## config.mk

```make
export PLATFORM = sky130hd
export DESIGN_NAME = i2c_mode_ctrl
export DESIGN_NICKNAME = d
export VERILOG_FILES = /design/src/rtl/i2cm_pkg.sv /design/src/rtl/i2cm_rst_sync.sv /design/src/rtl/i2cm_event_qual.sv /design/src/rtl/i2cm_ctrl_regs.sv /design/src/rtl/i2cm_setup_timer.sv /design/src/rtl/i2c_mode_ctrl.sv
export SDC_FILE = /design/constraint.sdc
export NUM_CORES = 1
export LEC_CHECK = 0
export BUFFER_PORTS_ARGS = -buffer_cell sky130_fd_sc_hd__buf_2
export CAP_MARGIN = 20
export CORE_MARGIN = 3
export CORE_UTILIZATION = 47
export DETAILED_ROUTE_END_ITERATION = 10
export HOLD_SLACK_MARGIN = 0.08
export PLACE_DENSITY = 0.85
export SYNTH_ARGS = -nofsm -noshare
export SYNTH_HDL_FRONTEND = slang
export SYNTH_SLANG_ARGS = --single-unit
```

## constraint.sdc

```tcl
create_clock -name clk -period 1.55 [get_ports clk]
set_input_delay 0.31 -clock clk [delete_from_list [all_inputs] [get_ports clk]]
set_output_delay 0.31 -clock clk [all_outputs]
set_load 0.01 [all_outputs]
```

## src/rtl/i2cm_pkg.sv

```systemverilog
package i2cm_pkg;
  localparam int CLK_SEL_W = 4;
  localparam int REG_W     = 8;

  typedef enum logic [1:0] {
    MODE_SLV_RX = 2'b00,
    MODE_SLV_TX = 2'b01,
    MODE_MST_RX = 2'b10,
    MODE_MST_TX = 2'b11
  } i2cm_mode_e;

  typedef struct packed {
    logic [CLK_SEL_W-1:0] clk_sel;
    logic                 rx_hold;
    logic                 xmit;
    logic                 master;
  } i2cm_ctrl_t;
endpackage

```

## src/rtl/i2cm_rst_sync.sv

```systemverilog
module i2cm_rst_sync (
  input  logic clk,
  input  logic rst_n,
  output logic rst_sync_n
);
  logic [1:0] sync_q;

  always_ff @(posedge clk or negedge rst_n) begin
    if (!rst_n) sync_q <= 2'b00;
    else        sync_q <= {sync_q[0], 1'b1};
  end

  assign rst_sync_n = sync_q[1];
endmodule

```

## src/rtl/i2cm_event_qual.sv

```systemverilog
module i2cm_event_qual #(
  parameter int ADDR_W = 7
) (
  input  logic              master,
  input  logic              xmit,
  input  logic              sync_fmt,
  input  logic              arb_lost,
  input  logic              overrun,
  input  logic              addr_valid,
  input  logic [ADDR_W:0]   addr_byte,
  input  logic [ADDR_W-1:0] own_addr,
  output logic              hw_clr_both,
  output logic              hw_clr_master,
  output logic              hw_set_xmit
);
  logic addr_hit;

  always_comb begin
    addr_hit      = (addr_byte[ADDR_W:1] == own_addr) && addr_byte[0];
    hw_clr_both   = arb_lost && master && !sync_fmt;
    hw_clr_master = overrun && sync_fmt && master && !xmit;
    hw_set_xmit   = addr_valid && addr_hit && !master && !xmit;
  end
endmodule

```

## src/rtl/i2cm_ctrl_regs.sv

```systemverilog
module i2cm_ctrl_regs
  import i2cm_pkg::*;
(
  input  logic       clk,
  input  logic       rst_n,
  input  logic       wr_en,
  input  i2cm_ctrl_t wr_fields,
  input  logic       frame_busy,
  input  logic       hw_clr_both,
  input  logic       hw_clr_master,
  input  logic       hw_set_xmit,
  output i2cm_ctrl_t ctrl
);
  i2cm_ctrl_t ctrl_q, ctrl_n;
  logic       pend_q, pend_n;
  logic       pval_q, pval_n;
  logic       hw_ev, drain, upd;

  always_comb begin
    hw_ev  = hw_clr_both || hw_clr_master || hw_set_xmit;
    drain  = pend_q && !frame_busy;
    upd    = wr_en || hw_ev || drain;
    ctrl_n = ctrl_q;
    pend_n = pend_q;
    pval_n = pval_q;
    if (wr_en) begin
      ctrl_n.rx_hold = wr_fields.rx_hold;
      ctrl_n.clk_sel = wr_fields.clk_sel;
    end
    if (hw_ev) begin
      pend_n = 1'b0;
      if (hw_clr_both) begin
        ctrl_n.master = 1'b0;
        ctrl_n.xmit   = 1'b0;
      end
      if (hw_clr_master) ctrl_n.master = 1'b0;
      if (hw_set_xmit)   ctrl_n.xmit   = 1'b1;
    end else if (wr_en) begin
      ctrl_n.master = wr_fields.master;
      if (frame_busy) begin
        pend_n = 1'b1;
        pval_n = wr_fields.xmit;
      end else begin
        ctrl_n.xmit = wr_fields.xmit;
        pend_n      = 1'b0;
      end
    end else if (drain) begin
      ctrl_n.xmit = pval_q;
      pend_n      = 1'b0;
    end
  end

  always_ff @(posedge clk or negedge rst_n) begin
    if (!rst_n) begin
      ctrl_q <= '0;
      pend_q <= 1'b0;
      pval_q <= 1'b0;
    end else if (upd) begin
      ctrl_q <= ctrl_n;
      pend_q <= pend_n;
      pval_q <= pval_n;
    end
  end

  assign ctrl = ctrl_q;

  a_r10_hw_beats_write: assert property (@(posedge clk) disable iff (!rst_n)
    hw_clr_both |=> (!ctrl_q.master && !ctrl_q.xmit));
  a_r4_match_sets_xmit: assert property (@(posedge clk) disable iff (!rst_n)
    hw_set_xmit |=> ctrl_q.xmit);
  a_r9_busy_holds_xmit: assert property (@(posedge clk) disable iff (!rst_n)
    (frame_busy && !hw_ev) |=> $stable(ctrl_q.xmit));
  a_r9_pending_drains: assert property (@(posedge clk) disable iff (!rst_n)
    (drain && !hw_ev && !wr_en) |=> (!pend_q && ctrl_q.xmit == $past(pval_q)));
endmodule

```

## src/rtl/i2cm_setup_timer.sv

```systemverilog
module i2cm_setup_timer #(
  parameter int SETUP_SHORT = 10,
  parameter int SETUP_LONG  = 20,
  parameter int CNT_W       = 5
) (
  input  logic             clk,
  input  logic             rst_n,
  input  logic             slv_tx,
  input  logic             byte_start,
  input  logic             long_sel,
  output logic [CNT_W-1:0] cnt,
  output logic             done
);
  logic [CNT_W-1:0] cnt_q, cnt_n;
  logic             done_q, done_n;
  logic             load;

  always_comb begin
    load   = byte_start && slv_tx;
    done_n = slv_tx && !load && (cnt_q == CNT_W'(1));
    if (!slv_tx)                 cnt_n = '0;
    else if (load)               cnt_n = long_sel ? CNT_W'(SETUP_LONG) : CNT_W'(SETUP_SHORT);
    else if (cnt_q != '0)        cnt_n = cnt_q - CNT_W'(1);
    else                         cnt_n = cnt_q;
  end

  always_ff @(posedge clk or negedge rst_n) begin
    if (!rst_n) begin
      cnt_q  <= '0;
      done_q <= 1'b0;
    end else begin
      cnt_q  <= cnt_n;
      done_q <= done_n;
    end
  end

  assign cnt  = cnt_q;
  assign done = done_q;

  a_r7_done_at_zero: assert property (@(posedge clk) disable iff (!rst_n)
    done_q |-> (cnt_q == '0));
  a_r7_done_single: assert property (@(posedge clk) disable iff (!rst_n)
    done_q |=> !done_q);
  a_r7_load_value: assert property (@(posedge clk) disable iff (!rst_n)
    (byte_start && slv_tx) |=> (cnt_q == CNT_W'(SETUP_SHORT) || cnt_q == CNT_W'(SETUP_LONG)));
endmodule

```

## src/rtl/i2c_mode_ctrl.sv

```systemverilog
module i2c_mode_ctrl
  import i2cm_pkg::*;
#(
  parameter int ADDR_W      = 7,
  parameter int SETUP_SHORT = 10,
  parameter int SETUP_LONG  = 20,
  localparam int CNT_W      = $clog2(SETUP_LONG + 1)
) (
  input  logic              clk,
  input  logic              rst_n,
  input  logic              wr_en,
  input  logic [REG_W-1:0]  wr_data,
  output logic [REG_W-1:0]  rd_data,
  input  logic              sync_fmt,
  input  logic              frame_busy,
  input  logic              arb_lost,
  input  logic              overrun,
  input  logic              addr_valid,
  input  logic [ADDR_W:0]   addr_byte,
  input  logic [ADDR_W-1:0] own_addr,
  input  logic              byte_start,
  input  logic              rxbuf_full,
  output logic [1:0]        mode,
  output logic              scl_out_en,
  output logic [CNT_W-1:0]  setup_cnt,
  output logic              setup_done,
  output logic              rx_stall
);
  localparam int F_MASTER  = 0;
  localparam int F_XMIT    = 1;
  localparam int F_HOLD    = 2;
  localparam int F_SPARE   = 3;
  localparam int F_CKS_LSB = 4;

  logic       rst_i_n;
  i2cm_ctrl_t wr_fields, ctrl;
  logic       hw_clr_both, hw_clr_master, hw_set_xmit;
  logic       slv_tx;
  logic       unused_wr_spare;

  i2cm_rst_sync u_rst (
    .clk        (clk),
    .rst_n      (rst_n),
    .rst_sync_n (rst_i_n)
  );

  always_comb begin
    wr_fields.master  = wr_data[F_MASTER];
    wr_fields.xmit    = wr_data[F_XMIT];
    wr_fields.rx_hold = wr_data[F_HOLD];
    wr_fields.clk_sel = wr_data[F_CKS_LSB +: CLK_SEL_W];
  end
  assign unused_wr_spare = wr_data[F_SPARE];

  i2cm_event_qual #(.ADDR_W(ADDR_W)) u_qual (
    .master        (ctrl.master),
    .xmit          (ctrl.xmit),
    .sync_fmt      (sync_fmt),
    .arb_lost      (arb_lost),
    .overrun       (overrun),
    .addr_valid    (addr_valid),
    .addr_byte     (addr_byte),
    .own_addr      (own_addr),
    .hw_clr_both   (hw_clr_both),
    .hw_clr_master (hw_clr_master),
    .hw_set_xmit   (hw_set_xmit)
  );

  i2cm_ctrl_regs u_regs (
    .clk           (clk),
    .rst_n         (rst_i_n),
    .wr_en         (wr_en),
    .wr_fields     (wr_fields),
    .frame_busy    (frame_busy),
    .hw_clr_both   (hw_clr_both),
    .hw_clr_master (hw_clr_master),
    .hw_set_xmit   (hw_set_xmit),
    .ctrl          (ctrl)
  );

  assign slv_tx = (i2cm_mode_e'({ctrl.master, ctrl.xmit}) == MODE_SLV_TX);

  i2cm_setup_timer #(
    .SETUP_SHORT (SETUP_SHORT),
    .SETUP_LONG  (SETUP_LONG),
    .CNT_W       (CNT_W)
  ) u_timer (
    .clk        (clk),
    .rst_n      (rst_i_n),
    .slv_tx     (slv_tx),
    .byte_start (byte_start),
    .long_sel   (ctrl.clk_sel[CLK_SEL_W-1]),
    .cnt        (setup_cnt),
    .done       (setup_done)
  );

  always_comb begin
    rd_data                           = '0;
    rd_data[F_MASTER]                 = ctrl.master;
    rd_data[F_XMIT]                   = ctrl.xmit;
    rd_data[F_HOLD]                   = ctrl.rx_hold;
    rd_data[F_CKS_LSB +: CLK_SEL_W]   = ctrl.clk_sel;
    mode       = {ctrl.master, ctrl.xmit};
    scl_out_en = sync_fmt && ctrl.master;
    rx_stall   = ctrl.rx_hold && !ctrl.xmit && rxbuf_full;
  end

  a_r3_arb_to_slave_rx: assert property (@(posedge clk) disable iff (!rst_i_n)
    (arb_lost && !sync_fmt && mode[1]) |=> (mode == 2'b00));
  a_r5_overrun_to_slave_rx: assert property (@(posedge clk) disable iff (!rst_i_n)
    (overrun && sync_fmt && mode == 2'b10) |=> (mode == 2'b00));
endmodule

```

Word level (Yosys, flattened, before mapping) --
Index checks and enable logic that the tools add are counted.
Word-level totals: bits in registers 17, input port bits 33, output and inout port bits 18, logic and storage cells 67
Operators by class: add/sub/neg operators 1, equality and inequality tests 7, muxes and demuxes 16, bitwise operators 1, reductions and logical operators 33
Operators by type and width (number):
- 2-to-1 mux 5 bit | 4
- logical AND 1 bit | 16
- 2-to-1 mux 1 bit | 10
- AND reduction 4 bit | 2
- == test 7 bit | 1
- != test 3 x 1 -> 1 bit (second input constant) | 2
- == test 5 x 1 -> 1 bit (second input constant) | 1
- zero test 1 bit | 5
- nonzero test 5 bit | 1
- subtractor 5 x 1 -> 5 bit (second input constant) | 1
- logical OR 1 bit | 4
- 2-to-1 mux 2 bit | 2
- AND reduction 2 bit | 2
- != test 3 x 2 -> 1 bit (second input constant) | 1
- != test 3 bit (second input constant) | 1
- AND reduction 3 bit | 1
- nonzero test 3 bit | 1
- == test 2 x 1 -> 1 bit (second input constant) | 1
- nonzero test 2 bit | 1
- NOT 1 bit | 1

Depth between registers and ports, before layout --
Gate-level depths: netlist of run 1.
word-level depth 9, depth in mapped cells 6, depth with buffers taken out 6

Cells and area by module --
Synthesis of run 1 repeated with hierarchy kept, for this count alone.
Unflattened totals: cells, all modules 85, area total of the unflattened synthesis 940.9 um^2
By module, submodules not included:
- i2cm_ctrl_regs | times used 1, cells each 29, area each 394.1 um^2, seq. area each 225.2 um^2
- i2cm_setup_timer | times used 1, cells each 32, area each 334.1 um^2, seq. area each 150.1 um^2
- i2cm_event_qual | times used 1, cells each 14, area each 107.6 um^2, seq. area each 0.0 um^2
- i2cm_rst_sync | times used 1, cells each 3, area each 53.8 um^2, seq. area each 50.0 um^2
- i2c_mode_ctrl | times used 1, cells each 7, area each 51.3 um^2, seq. area each 0.0 um^2

Least setup slack after synthesis of run 1 --
Ideal clock, no wire load.
kind register to register, start reg u_timer.cnt_q[0] (netlist: u_timer.cnt[0]), end reg u_timer.cnt_q[1] (netlist: u_timer.cnt[1]), setup time 0.074 ns, arrival time 1.578 ns, required time 1.476 ns, path slack -0.101 ns, stages on the path, launching flop included 6, buffers on the path 0, period minus slack after synthesis 1.651 ns, cell sequence dfrtp_1 inv_1 ha_1 or4b_4 a211o_1 a21oi_2
On the way: longest elaborated chain between the ends 4, elaborated cells between the ends (all ways) 6, those cells by class 1 x add/sub; 1 x eq/ne; 3 x mux; 1 x reduce/logical
Ends and longest elaborated chain:
- start, declared | RTL line i2cm_setup_timer.sv:14 | logic [CNT_W-1:0] cnt_q, cnt_n;
- start signal, assigned | RTL line i2cm_setup_timer.sv:32 | cnt_q <= cnt_n;
- subtractor 5 x 1 -> 5 bit | RTL line i2cm_setup_timer.sv:23 | else if (cnt_q != '0) cnt_n = cnt_q - CNT_W'(1);
- 2-to-1 mux 5 bit | RTL line i2cm_setup_timer.sv:23
- 2-to-1 mux 5 bit | RTL line i2cm_setup_timer.sv:22 | else if (load) cnt_n = long_sel ? CNT_W'(SETUP_LONG) : CNT_W'(SETUP_SHORT);
- 2-to-1 mux 5 bit | RTL line i2cm_setup_timer.sv:21 | if (!slv_tx) cnt_n = '0;
Several ways; a longest one is shown, not always the timed one. The select of a mux whose other input is x is not followed. A chain may end at the register's enable or synchronous reset.

Final worst setup path of run 1 --
Ends and elaborated chain as after synthesis.

==> summary.log, run 1 <==
INFO  synth          synth_top_family_by_area=simple AND/OR/NAND/NOR gates
INFO  grt            grt_first_pass_wirelength=3.50mm
INFO  grt            grt_pass1_vias=834
INFO  pwr            leakagePower=0.668nW
INFO  grt            gr-total-overflow=0
INFO  worst_setup_path worstPathArrival=1.81ns
INFO  synth          synth_cell_types=31
INFO  sta            clock-skew-final=0.00319ns
INFO  die            start_util=0.527
INFO  synth          netlist_area=960um2
INFO  clocking       cts_max_level=1
INFO  clocking       root_buffer=sky130_fd_sc_hd__clkbuf_4
INFO  sta            final_hold_vio_count=0
INFO  sta            layout_worst_path_cycle_share=1.02
INFO  placed_design  place.detailed.instances=167
INFO  clocking       clk_pin_slew=0.10ns
INFO  layout         instances_no_fill=172
INFO  worst_setup_path cp_data_required_time=1.78ns
INFO  layout         drive_gt1_frac=0.497
INFO  layout         area_growth_syn_to_layout=35.7%
INFO  routing        ant_nets=0
INFO  synth          syn-mean-instance-area=10.3um2
INFO  synth          sequential_share_of_the_synthesized_area=0.443
INFO  synth          synth_fa_ha_area_frac=0.0391
INFO  routing        wl_per_cell=12.1um
INFO  outcome        failed_checks=negative setup slack
INFO  grt            number_of_antenna_violations_at_the_first_check_in_global_routing=0
INFO  sta            period_needed=1.58ns
INFO  min_path       worstHoldPathCells=2
INFO  routing        drt-pass1-iter-count=4
INFO  worst_setup_path worst_path_max_delay_cell=sky130_fd_sc_hd__or4b_4
INFO  routing        drtIter0Drc=4
INFO  pwr            totalPowerFinal=1.29mW
INFO  placed_design  place_area=1260um2
INFO  clocking       cts_buffers=3
INFO  grt            grt.total_usage=0.179
INFO  sta            final.setup.worst_slack=-0.0250ns
INFO  synth          postSynthRegisterBits=17
INFO  worst_setup_path setup.worst_path.end_class=flip-flop
INFO  pwr            cellPowerDensity=990nW/um2
INFO  layout         antennaDiodeCount=0
INFO  placed_design  gp_congestion=0.778
INFO  sta            relSlewSlack=0.593
INFO  worst_setup_path critical_path.max_stage_delay=0.48ns
INFO  sta            hold_ws=0.243ns
INFO  job            timing.max_cap.violations=0
INFO  synth          synthesis.yosys.warnings=0
INFO  placed_design  numPortBuffers=48
INFO  clocking       cts_max_path_buffers=2
INFO  clocking       clk_latency=0.29ns
INFO  placed_design  dp_hpwl=1.71mm
INFO  synth          syn_inst=93
INFO  synth          synth_top_area_share=0.443
INFO  worst_setup_path critPathLaunchType=flip-flop
INFO  routing        route.detailed.drc=0
INFO  clocking       cts_sinks=17
INFO  layout         design.final.nets=184
INFO  sta            timing.final.setup_violations=1
INFO  routing        vias=848
INFO  die            die-width=51.2um
INFO  layout         postLayoutCellArea=1300um2
INFO  synth          muxShareOfSynthArea=0.0808
INFO  worst_setup_path crit_chain=inv_2 > ha_4 > or4b_4 > a211o_1 > a21oi_2
INFO  worst_setup_path setup_cp_type=flip-flop to flip-flop
INFO  worst_setup_path path_max_fanout=3
INFO  die            standard_cell_row_count=15
INFO  die            io_pins=51
INFO  die            core_region_area=1820um2
INFO  routing        viasPerCell=4.93
INFO  sta            grt_setup_unrepaired=yes
INFO  clocking       cts_tree=done
INFO  synth          netlist.top_cell.by_area=sky130_fd_sc_hd__dfrtp_1
INFO  sta            timing_max_transition_violations_final=0
INFO  synth          fraction_of_the_mapped_netlist_area_in_compound_gates=0.0847
INFO  synth          yosys-top-cells-area=sky130_fd_sc_hd__dfrtp_1 44%, sky130_fd_sc_hd__xor2_1 9.1%, sky130_fd_sc_hd__mux2_2 7.0%
INFO  pwr            max-vdd-ir-drop=691uV
INFO  sta            fmax=635MHz
INFO  routing        detail_route.wirelength=2.09mm
INFO  synth          synthesis.nets=129
INFO  sta            worst_pin_slew=0.610ns
INFO  synth          synth_xor_area_frac=0.100
INFO  grt            maximum_number_of_pins_on_one_net_before_global_route_repair=16
INFO  worst_setup_path depth_of_the_most_critical_reg_to_reg_path=5
INFO  die            die_y=51.2um
INFO  outcome        outcome=complete, but fails checks
INFO  clocking       cts_setup_buffers=0
INFO  die            dieArea=2620um2
INFO  synth          synthSimpleGateAreaFrac=0.185
INFO  sta            totalNegativeSetupSlack=-0.0250ns
INFO  min_path       holdCritPathClass=input port to flip-flop
==> kinds of logic after synthesis <==
family | Yosys count
flip-flops | 17
buffers and inverters | 9
multiplexers | 7
AO/OA/AOI/OAI | 13
XOR/XNOR | 11
other | 2
AND/OR/NAND/NOR | 31
adder cells (fa/ha/maj) | 3
==> path summary, 6_finish.rpt <==
path / from / to / slack [ns]
worst max-delay path: u_timer.cnt[0]$_DFFE_PN0P_ / u_timer.cnt[1]$_DFFE_PN0P_ / -0.03
worst min-delay path: wr_data[5] / u_regs.ctrl[4]$_DFFE_PN0P_ / 0.24
worst max register to register: u_timer.cnt[0]$_DFFE_PN0P_ / u_timer.cnt[1]$_DFFE_PN0P_ / -0.03
worst min register to register: u_rst.sync_q[1]$_DFF_PN0_ / u_timer.cnt[1]$_DFFE_PN0P_ / 0.25
max in group asynchronous: u_rst.sync_q[1]$_DFF_PN0_ / u_timer.cnt[0]$_DFFE_PN0P_ / 0.87
min in group asynchronous: u_rst.sync_q[1]$_DFF_PN0_ / u_timer.cnt[1]$_DFFE_PN0P_ / 0.25
==> power by group <==
part,total (mW),switching (mW),leakage (nW),internal [mW]
Clock,0.241,0.145,0.0177,0.0960
Sequential,0.542,0.0441,0.211,0.498
Combinational,0.506,0.247,0.440,0.259
==> registers in the layout, summed over array words and instances, names as in the netlist <==
register	count
u_regs.ctrl	7
u_regs.pval_q	1
u_regs.pend_q	1
u_timer.cnt	5
u_timer.done	1
u_rst.sync_q	2
==> layout by cell type, fill, tap and decap left out, drive strengths merged, types with 2 or more instances in the layout <==
cell    instances
nor4            2
nor2b           2
o21ai           2
dfrtp          17
nor3            4
xor2           10
clkbuf          3
conb            2
ha              3
nor2            5
a21oi           6
nand2          10
nand2b          2
mux2            6
buf            56
inv             2
==> synth_stat cells <==
master                       n
sky130_fd_sc_hd__a21oi_2     1
sky130_fd_sc_hd__a21boi_0    1
sky130_fd_sc_hd__xor2_1     10
sky130_fd_sc_hd__conb_1      2
sky130_fd_sc_hd__nor4_2      1
sky130_fd_sc_hd__dfrtp_1    17
sky130_fd_sc_hd__o21ai_0     2
sky130_fd_sc_hd__nand4bb_1   1
sky130_fd_sc_hd__and2_1      1
sky130_fd_sc_hd__ha_1        3
sky130_fd_sc_hd__nor4_1      1
sky130_fd_sc_hd__buf_4       6
sky130_fd_sc_hd__and4b_1     1
sky130_fd_sc_hd__o22ai_1     1
sky130_fd_sc_hd__mux2i_1     1
sky130_fd_sc_hd__and3b_1     1
sky130_fd_sc_hd__mux2_2      6
sky130_fd_sc_hd__nor3b_1     1
sky130_fd_sc_hd__a21oi_1     5
sky130_fd_sc_hd__nor3_1      4
sky130_fd_sc_hd__a211oi_1    1
sky130_fd_sc_hd__nor2_1      5
sky130_fd_sc_hd__inv_1       2
sky130_fd_sc_hd__o21a_1      1
sky130_fd_sc_hd__clkbuf_1    1
sky130_fd_sc_hd__nand2b_1    2
sky130_fd_sc_hd__nor2b_1     2
sky130_fd_sc_hd__xnor2_1     1
sky130_fd_sc_hd__a211o_1     1
sky130_fd_sc_hd__or4b_4      1
sky130_fd_sc_hd__nand2_1    10
==> per-layer routing <==
metal  global-route usage  part of all wire  routed length (um)
met1                0.197              0.40                 825
met2                0.345              0.53                1110
met3               0.0262             0.065                 135
met4               0.0538            0.0091                  19
met5                    0                 0                   0
==> repair_timing <==
item / 4_1_cts / 5_1_grt
pin swaps: 0 / 1
gates cloned: 0 / 0
hold buffers: 1 / 0
gates resized for setup: 0 / 1
hold endpoints to repair: 2 / 0
endpoints found under the setup margin: 1 / 3
==> stage by stage <==
step,util,worst slack (ns)
final,0.715,-0.0250
after global placement,0.690,0.0228
after detailed placement,0.690,-0.00591
after global routing,0.715,-0.0554
after CTS,0.711,-0.0309
after floorplan,-,-0.00792
==> worst max-delay path: cells and delay by family, from the launching register on <==
| family | cells | cell delay (ns) |
|---|---|---|
| DFF | 1 | 0.42 |
| AOI/OAI and AO/OA | 2 | 0.40 |
| adders and majority gates | 1 | 0.13 |
| and+or+nand+nor | 1 | 0.48 |
| buffers and inverters | 1 | 0.08 |
==> cell type report <==
cell class | instances | area, um2
Fill cell | 149 | 518
Multi-Input combinational cell | 67 | 499
Sequential cell | 17 | 427
Timing Repair Buffer | 57 | 310
Tap cell | 25 | 31.3
Clock buffer | 3 | 22.5
Inverter | 2 | 7.51
Clock inverter | 1 | 5.00
Power figures use the tool's default switching activity.
==> run 2: changes to the inputs <==
--- a/config.mk
+++ b/config.mk
@@ -7,2 +7,3 @@
 export LEC_CHECK = 0
+export ABC_AREA = 0
 export BUFFER_PORTS_ARGS = -buffer_cell sky130_fd_sc_hd__buf_2
==> constraint.sdc (replaced) <==
create_clock -name clk -period 1.55 [get_ports clk]
set_input_delay 0.155 -clock clk [delete_from_list [all_inputs] [get_ports clk]]
set_output_delay 0.155 -clock clk [all_outputs]
set_load 0.01 [all_outputs]
==> summary.log, run 2 (synthesis gave the netlist of run 1 again) <==
INFO  die            start_util=0.527
INFO  routing        drtIter0Drc=3
INFO  layout         postLayoutCellArea=1300um2
INFO  layout         layout.cells.most_common_list=48 x sky130_fd_sc_hd__buf_2, 16 x sky130_fd_sc_hd__dfrtp_1, 10 x sky130_fd_sc_hd__nand2_1, 10 x sky130_fd_sc_hd__xor2_1, 8 x sky130_fd_sc_hd__buf_4
INFO  layout         antennaDiodeCount=0
INFO  layout         drive_gt1_frac=0.497
INFO  routing        ant_nets=0
INFO  sta            totalNegativeSetupSlack=-0.0269ns
INFO  outcome        outcome=complete, but fails checks
INFO  sta            worst_pin_slew=0.621ns
INFO  sta            period_needed=1.58ns
INFO  worst_setup_path path_max_fanout=3
INFO  grt            grt_first_pass_wirelength=3.59mm
INFO  worst_setup_path worst_path_max_delay_cell=sky130_fd_sc_hd__or4b_4
INFO  routing        wl_per_cell=12.4um
INFO  routing        wl_met3=109um
INFO  clocking       cts_buffers=3
INFO  die            die-width=51.2um
INFO  layout         largest_register_ff_count=7
INFO  worst_setup_path timing.critical_path.from=u_timer.cnt[0]$_DFFE_PN0P_
INFO  sta            timing.final.setup_violations=1
INFO  clocking       cts_tree=done
INFO  routing        m1WireLength=853um
INFO  die            standard_cell_row_count=15
INFO  die            io_pins=51
INFO  grt            maximum_number_of_pins_on_one_net_before_global_route_repair=16
INFO  worst_setup_path critical_path.max_stage_delay=0.47ns
INFO  routing        route.detailed.drc=0
INFO  pwr            leakagePower=0.666nW
INFO  layout         mostFrequentLayoutCell=sky130_fd_sc_hd__buf_2
INFO  die            die_y=51.2um
INFO  sta            layout_worst_path_cycle_share=1.02
INFO  sta            final.setup.worst_slack=-0.0269ns
INFO  layout         area_growth_syn_to_layout=35.7%
INFO  die            dieArea=2620um2
INFO  sta            fmax=634MHz
INFO  clocking       root_buffer=sky130_fd_sc_hd__clkbuf_4
INFO  worst_setup_path timing.rr.end=u_timer.cnt[1]$_DFFE_PN0P_
INFO  layout         utilization=0.715
INFO  routing        detail_route.wirelength=2.13mm
INFO  worst_setup_path setup.worst_path.end=u_timer.cnt[1]$_DFFE_PN0P_
INFO  worst_setup_path worstPathArrival=1.80ns
INFO  worst_setup_path reg2reg_from=u_timer.cnt[0]$_DFFE_PN0P_
INFO  min_path       holdCritPathClass=input port to flip-flop
INFO  worst_setup_path crit_chain=inv_2 > ha_4 > or4b_4 > a211o_1 > a21oi_2
INFO  worst_setup_path depth_of_the_most_critical_reg_to_reg_path=5
INFO  routing        wl_met2=1.15mm
INFO  grt            grt.total_usage=0.183
INFO  placed_design  numPortBuffers=48
INFO  sta            final_hold_vio_count=0
INFO  clocking       clk_latency=0.29ns
INFO  worst_setup_path setup_cp_type=flip-flop to flip-flop
INFO  grt            grt_pass1_vias=862
INFO  job            timing.max_cap.violations=0
INFO  placed_design  gp_congestion=0.783
INFO  routing        vias=845
INFO  worst_setup_path cp_data_required_time=1.77ns
INFO  clocking       clk_pin_slew=0.10ns
INFO  routing        viasPerCell=4.91
INFO  sta            relSlewSlack=0.586
INFO  sta            clock-skew-final=0.00580ns
INFO  pwr            cellPowerDensity=998nW/um2
INFO  worst_setup_path setup.worst_path.end_class=flip-flop
INFO  grt            number_of_antenna_violations_at_the_first_check_in_global_routing=0
INFO  sta            grt_setup_unrepaired=yes
INFO  worst_setup_path critPathLaunchType=flip-flop
INFO  sta            timing_max_transition_violations_final=0
INFO  die            core_region_area=1820um2
INFO  routing        drt-pass1-iter-count=4
INFO  worst_setup_path reg2reg_slack=-0.03ns
INFO  routing        top_metal_used=met4
INFO  outcome        failed_checks=negative setup slack
INFO  clocking       cts_sinks=17
INFO  layout         design.final.nets=184
INFO  placed_design  dp_hpwl=1.73mm
INFO  pwr            max-vdd-ir-drop=692uV
INFO  clocking       cts_max_path_buffers=2
INFO  placed_design  place_area=1240um2
INFO  clocking       cts_max_level=1
INFO  grt            gr-total-overflow=0
-- run 2: worst min-delay path by stage --
stage | to | cells after the start | slack [ns] | startpoint
after floorplan | u_rst.sync_q[0]$_DFF_PN0_ | 0 | -0.14 | rst_n
final | u_timer.cnt[0]$_DFFE_PN0P_ | 2 | 0.09 | byte_start
after CTS | u_timer.cnt[0]$_DFFE_PN0P_ | 2 | 0.08 | byte_start
after global routing | u_regs.ctrl[3]$_DFFE_PN0P_ | 2 | 0.09 | wr_data[4]
after global placement | u_rst.sync_q[0]$_DFF_PN0_ | 1 | -0.06 | rst_n
after detailed placement | u_rst.sync_q[1]$_DFF_PN0_ | 1 | -0.06 | rst_n
-- run 2: critical path: cells and delay by family (launching register included) --
kind	cells	cell delay (ns)
flip-flops	1	0.42
AO/OA/AOI/OAI	2	0.41
adder cells (fa/ha/maj)	1	0.13
AND/OR/NAND/NOR	1	0.47
buffers and inverters	1	0.08
-- run 2: area by class of cell --
class / instances / area [um2]
Clock buffer: 3 / 22.5
Clock inverter: 1 / 5.00
Fill cell: 150 / 518
Inverter: 2 / 7.51
Multi-Input combinational cell: 67 / 499
Sequential cell: 17 / 427
Tap cell: 25 / 31.3
Timing Repair Buffer: 57 / 310
-- run 2: power breakdown --
part           switching, mW  internal [mW]  leakage [nW]
combinational          0.254          0.268         0.438
clock                  0.142         0.0959        0.0177
sequential            0.0411          0.498         0.211
total                  0.438          0.862         0.666
-- run 2: per-layer routing --
layer,track usage,vias to the layer above
met5,0,-
met4,0.0538,0
met3,0.0262,4
met2,0.365,29
met1,0.193,396
li1,-,416
-- run 2: per-stage QoR --
step           setup slack (ns)  std cells  hold slack (ns)  power, mW
6_report                -0.0269        172           0.0926       1.30
2_1_floorplan          -0.00792         93           -0.141      0.878
3_3_place_gp             0.0335        165          -0.0596       1.02
4_1_cts                 -0.0319        170           0.0807       1.30
5_1_grt                 -0.0645        172           0.0853       1.39
3_5_place_dp           -0.00501        165          -0.0580       1.05
-- run 2: repair_timing --
item	CTS	global route
resized for setup	0	1
buffers inserted	0	2
pin swaps	0	1
hold buffers	1	0
hold endpoints to repair	2	0
gates cloned	0	0
setup endpoints to repair	1	3
